## src/rtl/tmr_pkg.sv

```systemverilog
// Shared definitions for the redundant voter and standby exchange logic.
// Assumes exactly three voting slots and one standby, i.e. four tiles.
package tmr_pkg;
    localparam int NACT  = 3;
    localparam int NTILE = NACT + 1;
    localparam int IW    = $clog2(NTILE);
    localparam int SW    = $clog2(NACT);

    // Health tracker states; the numeric values are visible on health_o.
    typedef enum logic [2:0] {
        HL_OK    = 3'd0,   // all healthy, standby ready
        HL_SWAP  = 3'd1,   // active fault, standby being synchronized
        HL_SPBAD = 3'd2,   // standby under repair, actives healthy
        HL_DEGR  = 3'd3,   // standby under repair and one active faulty
        HL_FAIL  = 3'd4    // two faults in the triad: absorbing
    } health_e;
endpackage

```

## src/rtl/tmr_vote_unit.sv

```systemverilog
// Bitwise two-of-three majority over the active slots plus per-slot
// disagreement flags. Assumes the standby, being held in reset while
// idle, must output all zeros; anything else counts as a standby fault.
// Purely combinational.
module tmr_vote_unit
    import tmr_pkg::*;
#(
    parameter int W = 64
) (
    input  logic [NACT-1:0][W-1:0] act_data,
    input  logic [W-1:0]           spare_data,
    input  logic                   valid,
    output logic [W-1:0]           vote,
    output logic [NACT-1:0]        slot_miss,
    output logic                   spare_miss
);
    // Majority of the three slot words, bit by bit.
    always_comb begin
        vote = (act_data[0] & act_data[1]) |
               (act_data[0] & act_data[2]) |
               (act_data[1] & act_data[2]);
    end

    // One comparator per slot against the voted word.
    for (genvar s = 0; s < NACT; s++) begin : g_cmp
        assign slot_miss[s] = valid && (act_data[s] != vote);
    end

    // An idle standby must read back zero.
    assign spare_miss = valid && (spare_data != '0);
endmodule

```

## src/rtl/tmr_health_fsm.sv

```systemverilog
// Five-state health tracker and slot map. Holds which physical tile feeds
// each voting slot, which tile is the standby and which slot is known bad.
// Assumes handshake done inputs are single-cycle pulses.
module tmr_health_fsm
    import tmr_pkg::*;
(
    input  logic                   clk,
    input  logic                   rst_n,
    input  logic [NACT-1:0]        slot_miss,
    input  logic                   spare_miss,
    input  logic                   sync_done,
    input  logic                   rep_done,
    output health_e                state,
    output logic [NACT-1:0][IW-1:0] slot_tile,
    output logic [IW-1:0]          spare_tile,
    output logic [SW-1:0]          flt_slot
);
    health_e               state_q, state_d;
    logic [NACT-1:0][IW-1:0] slot_q;
    logic [IW-1:0]         spare_q;
    logic [SW-1:0]         flt_q, flt_d;
    logic [NACT-1:0]       known, new_miss;
    logic [SW-1:0]         first;
    logic                  one_new, many_new, any_new, do_swap;

    // Separate fresh faults from the slot already known to be bad.
    always_comb begin
        known = '0;
        if (state_q == HL_SWAP || state_q == HL_DEGR) known[flt_q] = 1'b1;
        new_miss = slot_miss & ~known;
        any_new  = |new_miss;
        many_new = $countones(new_miss) > 1;
        one_new  = any_new && !many_new;
        first    = new_miss[0] ? SW'(0) : (new_miss[1] ? SW'(1) : SW'(2));
    end

    // Next-state and swap decision.
    always_comb begin
        state_d = state_q;
        flt_d   = flt_q;
        do_swap = 1'b0;
        unique case (state_q)
            HL_OK: begin
                if (many_new)                     state_d = HL_FAIL;
                else if (one_new && spare_miss) begin state_d = HL_DEGR; flt_d = first; end
                else if (one_new) begin           state_d = HL_SWAP; flt_d = first; end
                else if (spare_miss)              state_d = HL_SPBAD;
            end
            HL_SWAP: begin
                if (any_new)                      state_d = HL_FAIL;
                else if (sync_done) begin         state_d = HL_SPBAD; do_swap = 1'b1; end
            end
            HL_SPBAD: begin
                if (many_new)                     state_d = HL_FAIL;
                else if (one_new && rep_done) begin state_d = HL_SWAP; flt_d = first; end
                else if (one_new) begin           state_d = HL_DEGR; flt_d = first; end
                else if (rep_done)                state_d = HL_OK;
            end
            HL_DEGR: begin
                if (any_new)                      state_d = HL_FAIL;
                else if (rep_done)                state_d = HL_SPBAD;
            end
            default:                              state_d = HL_FAIL;
        endcase
    end

    // State, faulted-slot and slot-map registers.
    always_ff @(posedge clk) begin
        if (!rst_n) begin
            state_q <= HL_OK;
            flt_q   <= '0;
            slot_q  <= {IW'(2), IW'(1), IW'(0)};
            spare_q <= IW'(NTILE - 1);
        end else begin
            state_q <= state_d;
            flt_q   <= flt_d;
            if (do_swap) begin
                slot_q[flt_q] <= spare_q;
                spare_q       <= slot_q[flt_q];
            end
        end
    end

    assign state      = state_q;
    assign slot_tile  = slot_q;
    assign spare_tile = spare_q;
    assign flt_slot   = flt_q;
endmodule

```

## src/rtl/tmr_tile_ctrl.sv

```systemverilog
// Per-tile reset and enable generation. The standby tile is held in reset
// and disabled except while it is being synchronized.
module tmr_tile_ctrl
    import tmr_pkg::*;
(
    input  health_e          state,
    input  logic [IW-1:0]    spare_tile,
    output logic [NTILE-1:0] tile_rst_n,
    output logic [NTILE-1:0] tile_en
);
    logic release_spare;

    // The standby only runs during the swap state.
    assign release_spare = (state == HL_SWAP);

    for (genvar t = 0; t < NTILE; t++) begin : g_tile
        logic is_spare;
        assign is_spare      = (spare_tile == IW'(t));
        assign tile_rst_n[t] = !is_spare || release_spare;
        assign tile_en[t]    = !is_spare || release_spare;
    end
endmodule

```

## src/rtl/tmr_spare_mgr.sv

```systemverilog
// Top: routes physical tiles into voting slots through the slot map, votes,
// tracks health and drives the copy and repair handshakes.
// Assumes tile outputs are stable for the whole cycle in which they are valid.
module tmr_spare_mgr
    import tmr_pkg::*;
#(
    parameter int W = 64
) (
    input  logic                    clk,
    input  logic                    rst_n,
    input  logic [3:0][W-1:0]       tile_dout_i,
    input  logic                    valid_i,
    output logic [W-1:0]            vote_o,
    output logic [3:0]              tile_rst_n_o,
    output logic [3:0]              tile_en_o,
    output logic                    sync_req_o,
    output logic [1:0]              sync_tile_o,
    input  logic                    sync_done_i,
    output logic                    rep_req_o,
    output logic [1:0]              rep_tile_o,
    input  logic                    rep_done_i,
    output logic [2:0]              health_o,
    output logic                    degraded_o,
    output logic                    fail_o
);
    logic [NACT-1:0][W-1:0]  act_data;
    logic [W-1:0]            spare_data;
    logic [NACT-1:0]         slot_miss;
    logic                    spare_miss;
    health_e                 state;
    logic [NACT-1:0][IW-1:0] slot_tile;
    logic [IW-1:0]           spare_tile;
    logic [SW-1:0]           flt_slot;

    // Slot routing through the slot map.
    for (genvar s = 0; s < NACT; s++) begin : g_route
        assign act_data[s] = tile_dout_i[slot_tile[s]];
    end
    assign spare_data = tile_dout_i[spare_tile];

    tmr_vote_unit #(.W(W)) u_vote (
        .act_data   (act_data),
        .spare_data (spare_data),
        .valid      (valid_i),
        .vote       (vote_o),
        .slot_miss  (slot_miss),
        .spare_miss (spare_miss)
    );

    tmr_health_fsm u_fsm (
        .clk        (clk),
        .rst_n      (rst_n),
        .slot_miss  (slot_miss),
        .spare_miss (spare_miss),
        .sync_done  (sync_done_i),
        .rep_done   (rep_done_i),
        .state      (state),
        .slot_tile  (slot_tile),
        .spare_tile (spare_tile),
        .flt_slot   (flt_slot)
    );

    tmr_tile_ctrl u_tiles (
        .state      (state),
        .spare_tile (spare_tile),
        .tile_rst_n (tile_rst_n_o),
        .tile_en    (tile_en_o)
    );

    // Handshake and status outputs decoded from the health state.
    always_comb begin
        sync_req_o  = (state == HL_SWAP);
        sync_tile_o = spare_tile;
        rep_req_o   = (state == HL_SPBAD) || (state == HL_DEGR);
        rep_tile_o  = (state == HL_DEGR) ? slot_tile[flt_slot] : spare_tile;
        health_o    = state;
        degraded_o  = (state == HL_SWAP) || (state == HL_DEGR);
        fail_o      = (state == HL_FAIL);
    end
endmodule

```

## config.mk

```make
export PLATFORM = sky130hd
export DESIGN_NAME = tmr_spare_mgr
export DESIGN_NICKNAME = d
export VERILOG_FILES = /design/src/rtl/tmr_pkg.sv /design/src/rtl/tmr_vote_unit.sv /design/src/rtl/tmr_health_fsm.sv /design/src/rtl/tmr_tile_ctrl.sv /design/src/rtl/tmr_spare_mgr.sv
export SDC_FILE = /design/constraint.sdc
export NUM_CORES = 1
export LEC_CHECK = 0
export BUFFER_PORTS_ARGS = -buffer_cell sky130_fd_sc_hd__buf_2
export CAP_MARGIN = 0
export CORE_MARGIN = 5
export CORE_UTILIZATION = 30
export CTS_CLUSTER_SIZE = 14
export DETAILED_ROUTE_END_ITERATION = 10
export GPL_TIMING_DRIVEN = 0
export SYNTH_ARGS = -nofsm -noshare
export SYNTH_HDL_FRONTEND = slang
export SYNTH_SLANG_ARGS = --single-unit
export TNS_END_PERCENT = 100
```

## constraint.sdc

```tcl
create_clock -name clk -period 6.7 [get_ports clk]
set_input_delay 0.335 -clock clk [delete_from_list [all_inputs] [get_ports clk]]
set_output_delay 0.335 -clock clk [all_outputs]
set_load 0.02 [all_outputs]
```

==> results of run 1 <==
[power by group]
part           switching (mW)  internal, mW  total (mW)
sequential            0.00350        0.0807      0.0842
combinational           0.489         0.305       0.795
clock                  0.0340        0.0795       0.113
total                   0.527         0.465       0.992
[worst reg2reg max path, cell delays in order, from the launching register on]
cell       delay, ns
dfxtp_1         0.36
buf_2           0.33
clkbuf_1        0.87
clkbuf_1        0.81
mux4_2          0.48
mux2i_1         0.51
o221ai_1        0.41
a2111oi_0       0.39
nand4_1         0.22
nor4_1          0.29
nand4_1         0.23
o211a_1         0.20
ha_1            0.23
nor3_1          0.32
nand2_1         0.11
or4_1           0.40
a31oi_1         0.17
[metrics by stage]
step                      hold WS (ns)  cells
after global placement           0.551   1864
after CTS                        0.404   1868
after detailed placement         0.538   1864
final                            0.404   1879
after floorplan                  0.497   1075
after global routing             0.455   1873
[worst paths after layout]
check,start,end,slack (ns),depth (start not counted)
worst min-delay path,rep_done_i,u_fsm.state[1],0.40,3
worst min register to register,u_fsm.flt_slot[1],u_fsm.flt_slot[1],0.55,2
worst max-delay path,u_fsm.slot_tile[1],u_fsm.state[1],0.30,16
worst max register to register,u_fsm.slot_tile[1],u_fsm.state[1],0.30,16
[cell type report]
| cell class | count | area [µm²] |
|---|---|---|
| diodes | 11 | 27.5 |
| plain buffers | 55 | 312 |
| clock buffers | 3 | 75.1 |
| clock inverters | 1 | 5.00 |
| fillers | 3548 | 20900 |
| inverters | 6 | 22.5 |
| multi-input cells | 1001 | 9450 |
| flip-flops and latches | 13 | 260 |
| well taps | 448 | 561 |
| repair buffers | 341 | 1710 |
[state kept, by name, summed over array words and instances, names as in the netlist]
name              flops
u_fsm.slot_tile       6
u_fsm.state           3
u_fsm.flt_slot        2
u_fsm.spare_tile      2
[logic make-up (layout without fill, tap and decap cells)]
logic type               Yosys count  after routing  share of synthesized area
AO/OA/AOI/OAI                    207            207                      0.133
adder cells (fa/ha/maj)            3              3                    0.00374
buffers and inverters             61            406                     0.0333
flip-flops                        13             13                     0.0259
multiplexers                     294            294                      0.533
other                              0             11                          0
AND/OR/NAND/NOR                  497            497                      0.270
[Yosys cell counts (8+ instances only)]
| library cell | instances |
|---|---|
| nand4_1 | 40 |
| nand2b_1 | 26 |
| o21ai_0 | 49 |
| nand2_1 | 73 |
| o21a_1 | 26 |
| nor2b_1 | 121 |
| mux4_2 | 192 |
| clkbuf_1 | 19 |
| a21oi_1 | 52 |
| o211ai_1 | 8 |
| nor3b_1 | 14 |
| nor4_1 | 74 |
| buf_2 | 12 |
| nor2_1 | 105 |
| buf_4 | 18 |
| a21o_1 | 24 |
| dfxtp_1 | 13 |
| nand3_1 | 10 |
| mux2i_1 | 94 |
[layer usage]
metal	wire, µm	vias up
li1	-	5167
met1	23000	6348
met2	28100	1171
met3	10300	298
met4	4500	26
met5	184	-
==> flow_metrics.env, run 1 <==
export IMPL_status="completed"
export IMPL_cap_violations=0
export IMPL_start_util=0.302
export IMPL_final_util=0.373
export IMPL_die_h_um=193
export IMPL_final_cell_area_um2=12400
export IMPL_grt_pass1_wl_mm=88.0
export IMPL_hp_class="in -> reg"
export IMPL_setup_ws_ns=0.299
export IMPL_drive_above_1_share=0.413
export IMPL_antenna_found_initial=21
export IMPL_syn_num_nets=1339
export IMPL_grt_pass1_vias=11900
export IMPL_arrival_ns=6.57
export IMPL_p_per_area_nw_per_um2=79.9
export IMPL_p_leak_nw=4.79
export IMPL_postCtsResizedCells=0
export IMPL_drcViolationCount=0
export IMPL_insertion_delay_ns=0.24
export IMPL_synth_ff_type="dfxtp_1"
export IMPL_final_cell_mix="buf_2, mux4_2, nor2b_1, nor2_1, mux2i_1"
export IMPL_io_buffers=341
export IMPL_die_area_um2=37200
export IMPL_cts_buffers=3
export IMPL_path_cells="buf_2 > clkbuf_1 > clkbuf_1 > mux4_2 > mux2i_1 > o221ai_1 > a2111oi_0 > nand4_1 > nor4_1 > nand4_1 > o211a_1 > ha_1 > nor3_1 > nand2_1 > or4_1 > a31oi_1"
export IMPL_cts_tree="built"
export IMPL_post_cts_setup_buffer_count=0
export IMPL_hold_viol=0
export IMPL_ys_async_sr_fraction=0
export IMPL_rows=67
export IMPL_peakVddDrop_mv=0.0855
export IMPL_route_vias_total=13000
export IMPL_wl_mm=66.1
export IMPL_synth_seq_cells=13
export IMPL_met2_usage=0.514
export IMPL_finalSetupViolations=0
export IMPL_synthTopCellsByArea="mux4_2, mux2i_1, nor2b_1"
export IMPL_mostFrequentLayoutCell="buf_2"
export IMPL_pre_cts_ws_ns=0.623
export IMPL_worstPathRequired_ns=6.87
export IMPL_period_share=0.955
export IMPL_syn_inst=1075
export IMPL_max_slew_margin=0.0908
export IMPL_rsz0062_at_grt="no"
export IMPL_critPathKind="reg -> reg"
export IMPL_core_area_um2=33300
export IMPL_period_needed_ns=6.40
export IMPL_synthDistinctLibCells=55
export IMPL_die_w_um=193
export IMPL_cp_top_family="buffers and inverters"
export IMPL_cp_start_kind="register"
export IMPL_place_gp_congestion=1.04
export IMPL_cts_root_buf="clkbuf_16"
export IMPL_drt_iter0_markers=2055
export IMPL_clkTransAtPathRegs_ns=0.05
export IMPL_synth_area_um2=10000
export IMPL_critPathSlowestCell="clkbuf_1"
export IMPL_path_buf_inv=3
export IMPL_hpwlAfterDp_mm=54.9
export IMPL_total_power_mw=0.992
export IMPL_via_per_inst=6.92
export IMPL_skew_ns=0.00159
export IMPL_yosysWarnings=0
export IMPL_final_antenna_net_count=0
export IMPL_worstMarginPinSlew_ns=1.36
export IMPL_cts_hold_buf=0
export IMPL_area_growth_pct=23.6
export IMPL_end_kind="register"
export IMPL_nets=1685
export IMPL_gr_usage_met1=0.423
export IMPL_max_clock_freq_ghz=0.156
export IMPL_cts_path_max_buffers=2
export IMPL_grt_max_degree=11
export IMPL_avgSynthCellArea_um2=9.34
export IMPL_routedWlPerCell_um=35.2
export IMPL_ios=344
export IMPL_ys_seq_area_frac=0.0259
export IMPL_dr_pass1_iters=5
export IMPL_place_area_um2=12300
export IMPL_yosysTopAreaCell="mux4_2"
export IMPL_globalRouteOverflowTotal=0
export IMPL_grt_usage=0.336
export IMPL_cts_sinks=13
export IMPL_yosysTopAreaCellShare=0.431
export IMPL_max_stage_delay_ns=0.87
export IMPL_crit_path_max_fanout=10
export IMPL_synth_edff_count=0
export IMPL_slew_viol_final=0
export IMPL_cts_max_level=1
export IMPL_use_met3=0.118
export IMPL_tns_ns=0
export IMPL_busiest_layer="met2"
Power figures use the tool's default switching activity.
==> run 2, diff against run 1 <==
--- a/config.mk
+++ b/config.mk
@@ -7,12 +7,13 @@
 export LEC_CHECK = 0
 export BUFFER_PORTS_ARGS = -buffer_cell sky130_fd_sc_hd__buf_2
 export CAP_MARGIN = 0
-export CORE_MARGIN = 5
+export CORE_MARGIN = 1
 export CORE_UTILIZATION = 30
 export CTS_CLUSTER_SIZE = 14
 export DETAILED_ROUTE_END_ITERATION = 10
 export GPL_TIMING_DRIVEN = 0
 export SYNTH_ARGS = -nofsm -noshare
 export SYNTH_HDL_FRONTEND = slang
+export SYNTH_HIERARCHICAL = 1
 export SYNTH_SLANG_ARGS = --single-unit
 export TNS_END_PERCENT = 100
==> run 2 against run 1 <==
Against the previous run:
- clock power is essentially flat
- combinational power rose by 16%
- sequential share of layout area is 0.23 points lower
- utilization fell by 0.23 points
==> flow_metrics.env, run 2 <==
export IMPL_ios=344
export IMPL_start_util=0.305
export IMPL_netSwitchingFraction=0.509
export IMPL_path_buf_inv=2
export IMPL_synth_common_cells="mux4_2, nor2_1, nor3b_1"
export IMPL_cp_top_family="simple AND/OR/NAND/NOR gates"
export IMPL_insertion_delay_ns=0.25
export IMPL_max_slew_margin=0.156
export IMPL_grt_pass1_wl_mm=80.9
export IMPL_die_w_um=198
export IMPL_synth_ff_type="dfxtp_1"
export IMPL_p_seq_frac=0.080
export IMPL_end_kind="register"
export IMPL_r2r_end="u_fsm/slot_tile[2]"
export IMPL_io_buffers=342
export IMPL_antenna_found_initial=31
export IMPL_max_clock_freq_ghz=0.205
export IMPL_grt_max_degree=11
export IMPL_dr_pass1_iters=6
export IMPL_syn_num_nets=1341
export IMPL_wl_mm=57.9
export IMPL_grt_pass1_vias=11600
export IMPL_hold_viol=0
export IMPL_syn_inst=1079
export IMPL_crit_path_max_fanout=10
export IMPL_drive_above_1_share=0.501
export IMPL_reg2reg_from="u_fsm/slot_tile[3]"
export IMPL_core_area_um2=37700
export IMPL_slew_viol_final=0
export IMPL_largest_reg_flops=6
export IMPL_status="completed"
export IMPL_r2r_slack_ns=1.83
export IMPL_synth_seq_cells=13
export IMPL_yosysWarnings=6
export IMPL_final_cell_mix="buf_2, mux4_2, nor2_1, nor3b_1, and3b_1"
export IMPL_switching_power_mw=0.576
export IMPL_via_per_inst=6.51
export IMPL_cts_hold_buf=0
export IMPL_cts_max_level=1
export IMPL_worstMarginPinSlew_ns=1.25
export IMPL_synthTopCellsByArea="mux4_2, and3b_1, nor3b_1"
export IMPL_avgSynthCellArea_um2=10.6
export IMPL_cp_start_kind="register"
export IMPL_place_area_um2=13800
export IMPL_cts_tree="built"
export IMPL_rsz0062_at_grt="no"
export IMPL_die_area_um2=39100
export IMPL_rr_worst_depth=12
export IMPL_hp_class="in -> reg"
export IMPL_nets=1688
export IMPL_die_h_um=198
export IMPL_peakVddDrop_mv=0.133
export IMPL_drcViolationCount=0
export IMPL_p_per_area_nw_per_um2=81.0
export IMPL_path_depth=12
export IMPL_mostFrequentLayoutCell="buf_2"
export IMPL_final_antenna_net_count=0
export IMPL_final_cell_area_um2=14000
export IMPL_combPwrFrac=0.817
export IMPL_finalSetupViolations=0
export IMPL_period_share=0.727
export IMPL_cts_buffers=3
export IMPL_path_cells="buf_2 > buf_2 > mux4_2 > nor3b_1 > nor4_1 > nand4_1 > nor4_1 > a21boi_0 > nor3_1 > a211oi_4 > nor3_2 > mux2i_1"
export IMPL_cts_root_buf="clkbuf_16"
export IMPL_min_to="u_fsm/state[1]"
export IMPL_p_leak_nw=5.17
export IMPL_routedWlPerCell_um=29.6
export IMPL_postCtsResizedCells=0
export IMPL_max_stage_delay_ns=0.60
export IMPL_ys_seq_area_frac=0.0227
export IMPL_synth_area_um2=11500
export IMPL_place_gp_congestion=0.986
export IMPL_worstPathRequired_ns=6.88
export IMPL_globalRouteOverflowTotal=0
export IMPL_holdCritStartpoint="sync_done_i"
export IMPL_critPathSlowestCell="nor4_1"
export IMPL_cts_sinks=13
export IMPL_arrival_ns=5.05
export IMPL_fillCellCount=3913
export IMPL_rows=71
export IMPL_tns_ns=0
export IMPL_min_path_cells=3
export IMPL_power_internal_mw=0.555
export IMPL_yosysTopAreaCell="mux4_2"
export IMPL_clkTransAtPathRegs_ns=0.05
export IMPL_power_share_clock=0.103
export IMPL_critPathKind="reg -> reg"
export IMPL_synthDistinctLibCells=50
export IMPL_cap_violations=0
export IMPL_route_vias_total=12700
export IMPL_grt_usage=0.289
export IMPL_drt_iter0_markers=1386
export IMPL_area_growth_pct=21.7
export IMPL_period_needed_ns=4.87
export IMPL_cts_path_max_buffers=2
export IMPL_yosysMostFrequentCell="mux4_2"
export IMPL_yosysTopAreaCellShare=0.502
export IMPL_skew_ns=0.00294
export IMPL_synth_edff_count=0
export IMPL_ys_async_sr_fraction=0
export IMPL_post_cts_setup_buffer_count=0
export IMPL_hpwlAfterDp_mm=48.1
## run 2: worst max-delay path by stage
stage                               endpoint                from  slack (ns)
after floorplan            u_fsm/flt_slot[0]  u_fsm/slot_tile[4]        3.07
after global placement        u_fsm/state[0]  u_fsm/slot_tile[5]        2.14
after detailed placement  u_fsm/slot_tile[3]  u_fsm/slot_tile[3]        2.09
after CTS                 u_fsm/slot_tile[3]  u_fsm/slot_tile[3]        2.08
after global routing      u_fsm/slot_tile[2]  u_fsm/slot_tile[3]        1.71
final                     u_fsm/slot_tile[2]  u_fsm/slot_tile[3]        1.83
## run 2: final cells by class
type,instances,area (µm²),share of cell area
diodes,22,55.1,0.00394
plain buffers,64,489,0.0350
clock buffers,3,75.1,0.00538
clock inverters,1,5.00,0.000358
inverters,2,7.51,0.000538
multi-input cells,1000,10700,0.768
flip-flops and latches,13,260,0.0186
well taps,511,639,0.0458
repair buffers,342,1710,0.123
## run 2: cells by family (layout without fill, tap and decap cells)
logic type,count (synthesis),after routing,synth area share
flops,13,13,0.0227
buf+inv,66,412,0.0433
other cells,0,22,0
compound gates,188,188,0.109
mux,268,268,0.513
fa+ha+maj,1,1,0.00109
simple gates,543,543,0.312
## run 2: through the flow
stage	utilization	hold WS (ns)	worst slack, ns	total power [mW]	cells
global placement	0.367	0.482	2.14	0.978	1932
global route	0.370	0.478	1.71	1.19	1949
floorplan	-	0.456	3.07	0.638	1079
finish	0.371	0.458	1.83	1.13	1958
CTS	0.369	0.465	2.08	1.11	1936
detailed placement	0.367	0.494	2.09	0.994	1932
## run 2: metal layers
layer	track usage	vias to the layer above	routed length [µm]
met5	0	-	132
met4	0.0873	24	1800
met3	0.0657	106	6190
met2	0.482	753	27600
met1	0.370	6414	22200
li1	-	5443	-
## run 2: power by group through the flow
| stage | Combinational [mW] | Clock, mW | Sequential, mW |
|---|---|---|---|
| floorplan | 0.546 | 0 | 0.0926 |
| global placement | 0.887 | 0 | 0.0919 |
| detailed placement | 0.902 | 0 | 0.0923 |
| CTS | 0.905 | 0.117 | 0.0908 |
| global route | 0.973 | 0.120 | 0.0919 |
| finish | 0.924 | 0.116 | 0.0908 |
## run 2: tightest hold or removal path, delay by kind of cell
family,cells,cell delay (ns)
buffers and inverters,1,0.09
AND/OR/NAND/NOR,1,0.10
AO/OA/AOI/OAI,1,0.15
==> run 3, diff against run 2 <==
==> constraint.sdc (replaced) <==
create_clock -name clk -period 4.2 [get_ports clk]
set_input_delay 0.21 -clock clk [delete_from_list [all_inputs] [get_ports clk]]
set_output_delay 0.21 -clock clk [all_outputs]
set_load 0.02 [all_outputs]
==> run 3 against run 2 <==
Against the previous run:
- highest routed layer unchanged
- design area rose by 5.3%
- first-iteration DRC count is 0.14% higher
- largest cell class unchanged
- clock skew is essentially flat
- non-clock buffer count is 48 higher
- clock power increased by 60%
- hold slack got worse by 0.12 ns
- clock-buffer cell count unchanged
- sequential share of layout area about the same
- critical path type unchanged
- via count is 2.1% higher
- critical path depth increased by 2
- global-route usage is 0.20 points higher
- maximum frequency rose by 17%
==> flow_metrics.env, run 3 (synthesis gave the netlist of run 2 again) <==
export IMPL_tns_ns=0
export IMPL_cts_path_max_buffers=2
export IMPL_grt_pass1_vias=11800
export IMPL_whs_ns=0.333
export IMPL_skew_ns=0.00287
export IMPL_reg2reg_from="u_fsm/slot_tile[4]"
export IMPL_final_cell_area_um2=14700
export IMPL_min_path_cells=3
export IMPL_start_util=0.305
export IMPL_nets=1736
export IMPL_arrival_ns=4.34
export IMPL_dr_pass1_iters=5
export IMPL_antenna_found_initial=32
export IMPL_pre_cts_ws_ns=-0.405
export IMPL_grt_max_degree=11
export IMPL_p_per_area_nw_per_um2=127
export IMPL_cts_tree="built"
export IMPL_hold_viol=0
export IMPL_rsz0062_at_grt="yes"
export IMPL_worstMarginPinSlew_ns=0.947
export IMPL_mostFrequentLayoutCell="buf_2"
export IMPL_critPathKind="reg -> reg"
export IMPL_cts_sinks=13
export IMPL_routedWlPerCell_um=29.3
export IMPL_min_to="u_fsm/state[1]"
export IMPL_grt_usage=0.291
export IMPL_clkTransAtPathRegs_ns=0.05
export IMPL_total_power_mw=1.87
export IMPL_worstPathRequired_ns=4.39
export IMPL_fillCellCount=3855
export IMPL_holdCritStartpoint="sync_done_i"
export IMPL_rows=71
export IMPL_r2r_end="u_fsm/state[1]"
export IMPL_via_per_inst=6.48
export IMPL_die_area_um2=39100
export IMPL_peakVddDrop_mv=0.213
export IMPL_drive_above_1_share=0.540
export IMPL_max_slew_margin=0.363
export IMPL_finalSetupViolations=0
export IMPL_die_h_um=198
export IMPL_cts_root_buf="clkbuf_16"
export IMPL_ios=344
export IMPL_insertion_delay_ns=0.25
export IMPL_route_vias_total=13000
export IMPL_period_share=0.988
export IMPL_place_area_um2=13800
export IMPL_wl_mm=58.8
export IMPL_cts_buffers=3
export IMPL_r2r_slack_ns=0.05
export IMPL_rr_worst_depth=14
export IMPL_area_growth_pct=28.2
export IMPL_drt_iter0_markers=1388
export IMPL_status="completed"
export IMPL_critPathLaunch="u_fsm/slot_tile[4]"
export IMPL_cp_start_kind="register"
export IMPL_final_antenna_net_count=0
export IMPL_drcViolationCount=0
export IMPL_grt_pass1_wl_mm=81.5
export IMPL_period_needed_ns=4.15
export IMPL_setup_ws_ns=0.0485
export IMPL_crit_path_max_fanout=6
export IMPL_io_buffers=342
export IMPL_hpwlAfterDp_mm=48.1
export IMPL_hp_class="in -> reg"
export IMPL_slew_viol_final=0
export IMPL_place_gp_congestion=0.986
export IMPL_end_kind="register"
export IMPL_largest_reg_flops=6
export IMPL_p_leak_nw=5.52
export IMPL_core_area_um2=37700
export IMPL_cts_max_level=1
export IMPL_die_w_um=198
export IMPL_globalRouteOverflowTotal=0
export IMPL_final_cell_mix="buf_2, mux4_2, nor2_1, nor3b_1, and3b_1"
export IMPL_cap_violations=0
export IMPL_max_clock_freq_ghz=0.241
[run 3: final cells by class]
class | instances | area [µm²] | area share
buffer | 64 | 653 | 0.0444
inverter | 2 | 7.51 | 0.000510
antenna | 23 | 57.6 | 0.00391
clock buffer | 3 | 75.1 | 0.00510
multi-input combinational | 1000 | 10900 | 0.741
tap | 511 | 639 | 0.0435
sequential | 13 | 269 | 0.0183
timing repair buffer | 390 | 2100 | 0.143
clock inverter | 1 | 5.00 | 0.000340
[run 3: power by group]
group | internal [mW] | total [mW] | switching [mW]
logic | 0.658 | 1.54 | 0.879
registers | 0.129 | 0.144 | 0.0149
clock network | 0.127 | 0.186 | 0.0586
[run 3: worst max-delay path: stages (launching register included)]
cell and delay, ns:
dfxtp_4 0.37, buf_12 0.16, buf_6 0.15, buf_4 0.13
mux4_2 0.56, or3b_2 0.23, nand4_1 0.19, nor4_4 0.30
nand4_1 0.12, o41a_1 0.55, a21boi_1 0.18, ha_1 0.29
a2111o_1 0.53, o22ai_1 0.15, o311a_1 0.17
[run 3: worst max path at each step]
stage                              end  cells after the start  slack, ns
finish                  u_fsm/state[1]                     14       0.05
global route            u_fsm/state[1]                     13      -0.04
CTS                  u_fsm/flt_slot[0]                     13      0.002
detailed placement  u_fsm/slot_tile[3]                     12      -0.41
global placement        u_fsm/state[0]                     13      -0.36
floorplan            u_fsm/flt_slot[0]                     13       0.57
[run 3: routing by layer]
metal | up-vias | share of wire | global-route usage
met2 | 779 | 0.48 | 0.486
met3 | 134 | 0.10 | 0.0688
met4 | 26 | 0.036 | 0.0904
met1 | 6513 | 0.38 | 0.369
met5 | - | 0.0027 | 0
li1 | 5553 | - | -
[run 3: what timing repair did]
action,CTS,global route
setup endpoints to repair,13,13
hold buffers,0,0
pin swaps,6,13
resized for setup,38,61
buffers inserted,9,39
[run 3: metrics by stage]
step            util  instances
2_1_floorplan      -       1079
3_3_place_gp   0.367       1932
3_5_place_dp   0.367       1932
4_1_cts        0.376       1945
5_1_grt        0.390       1997
6_report       0.391       2007
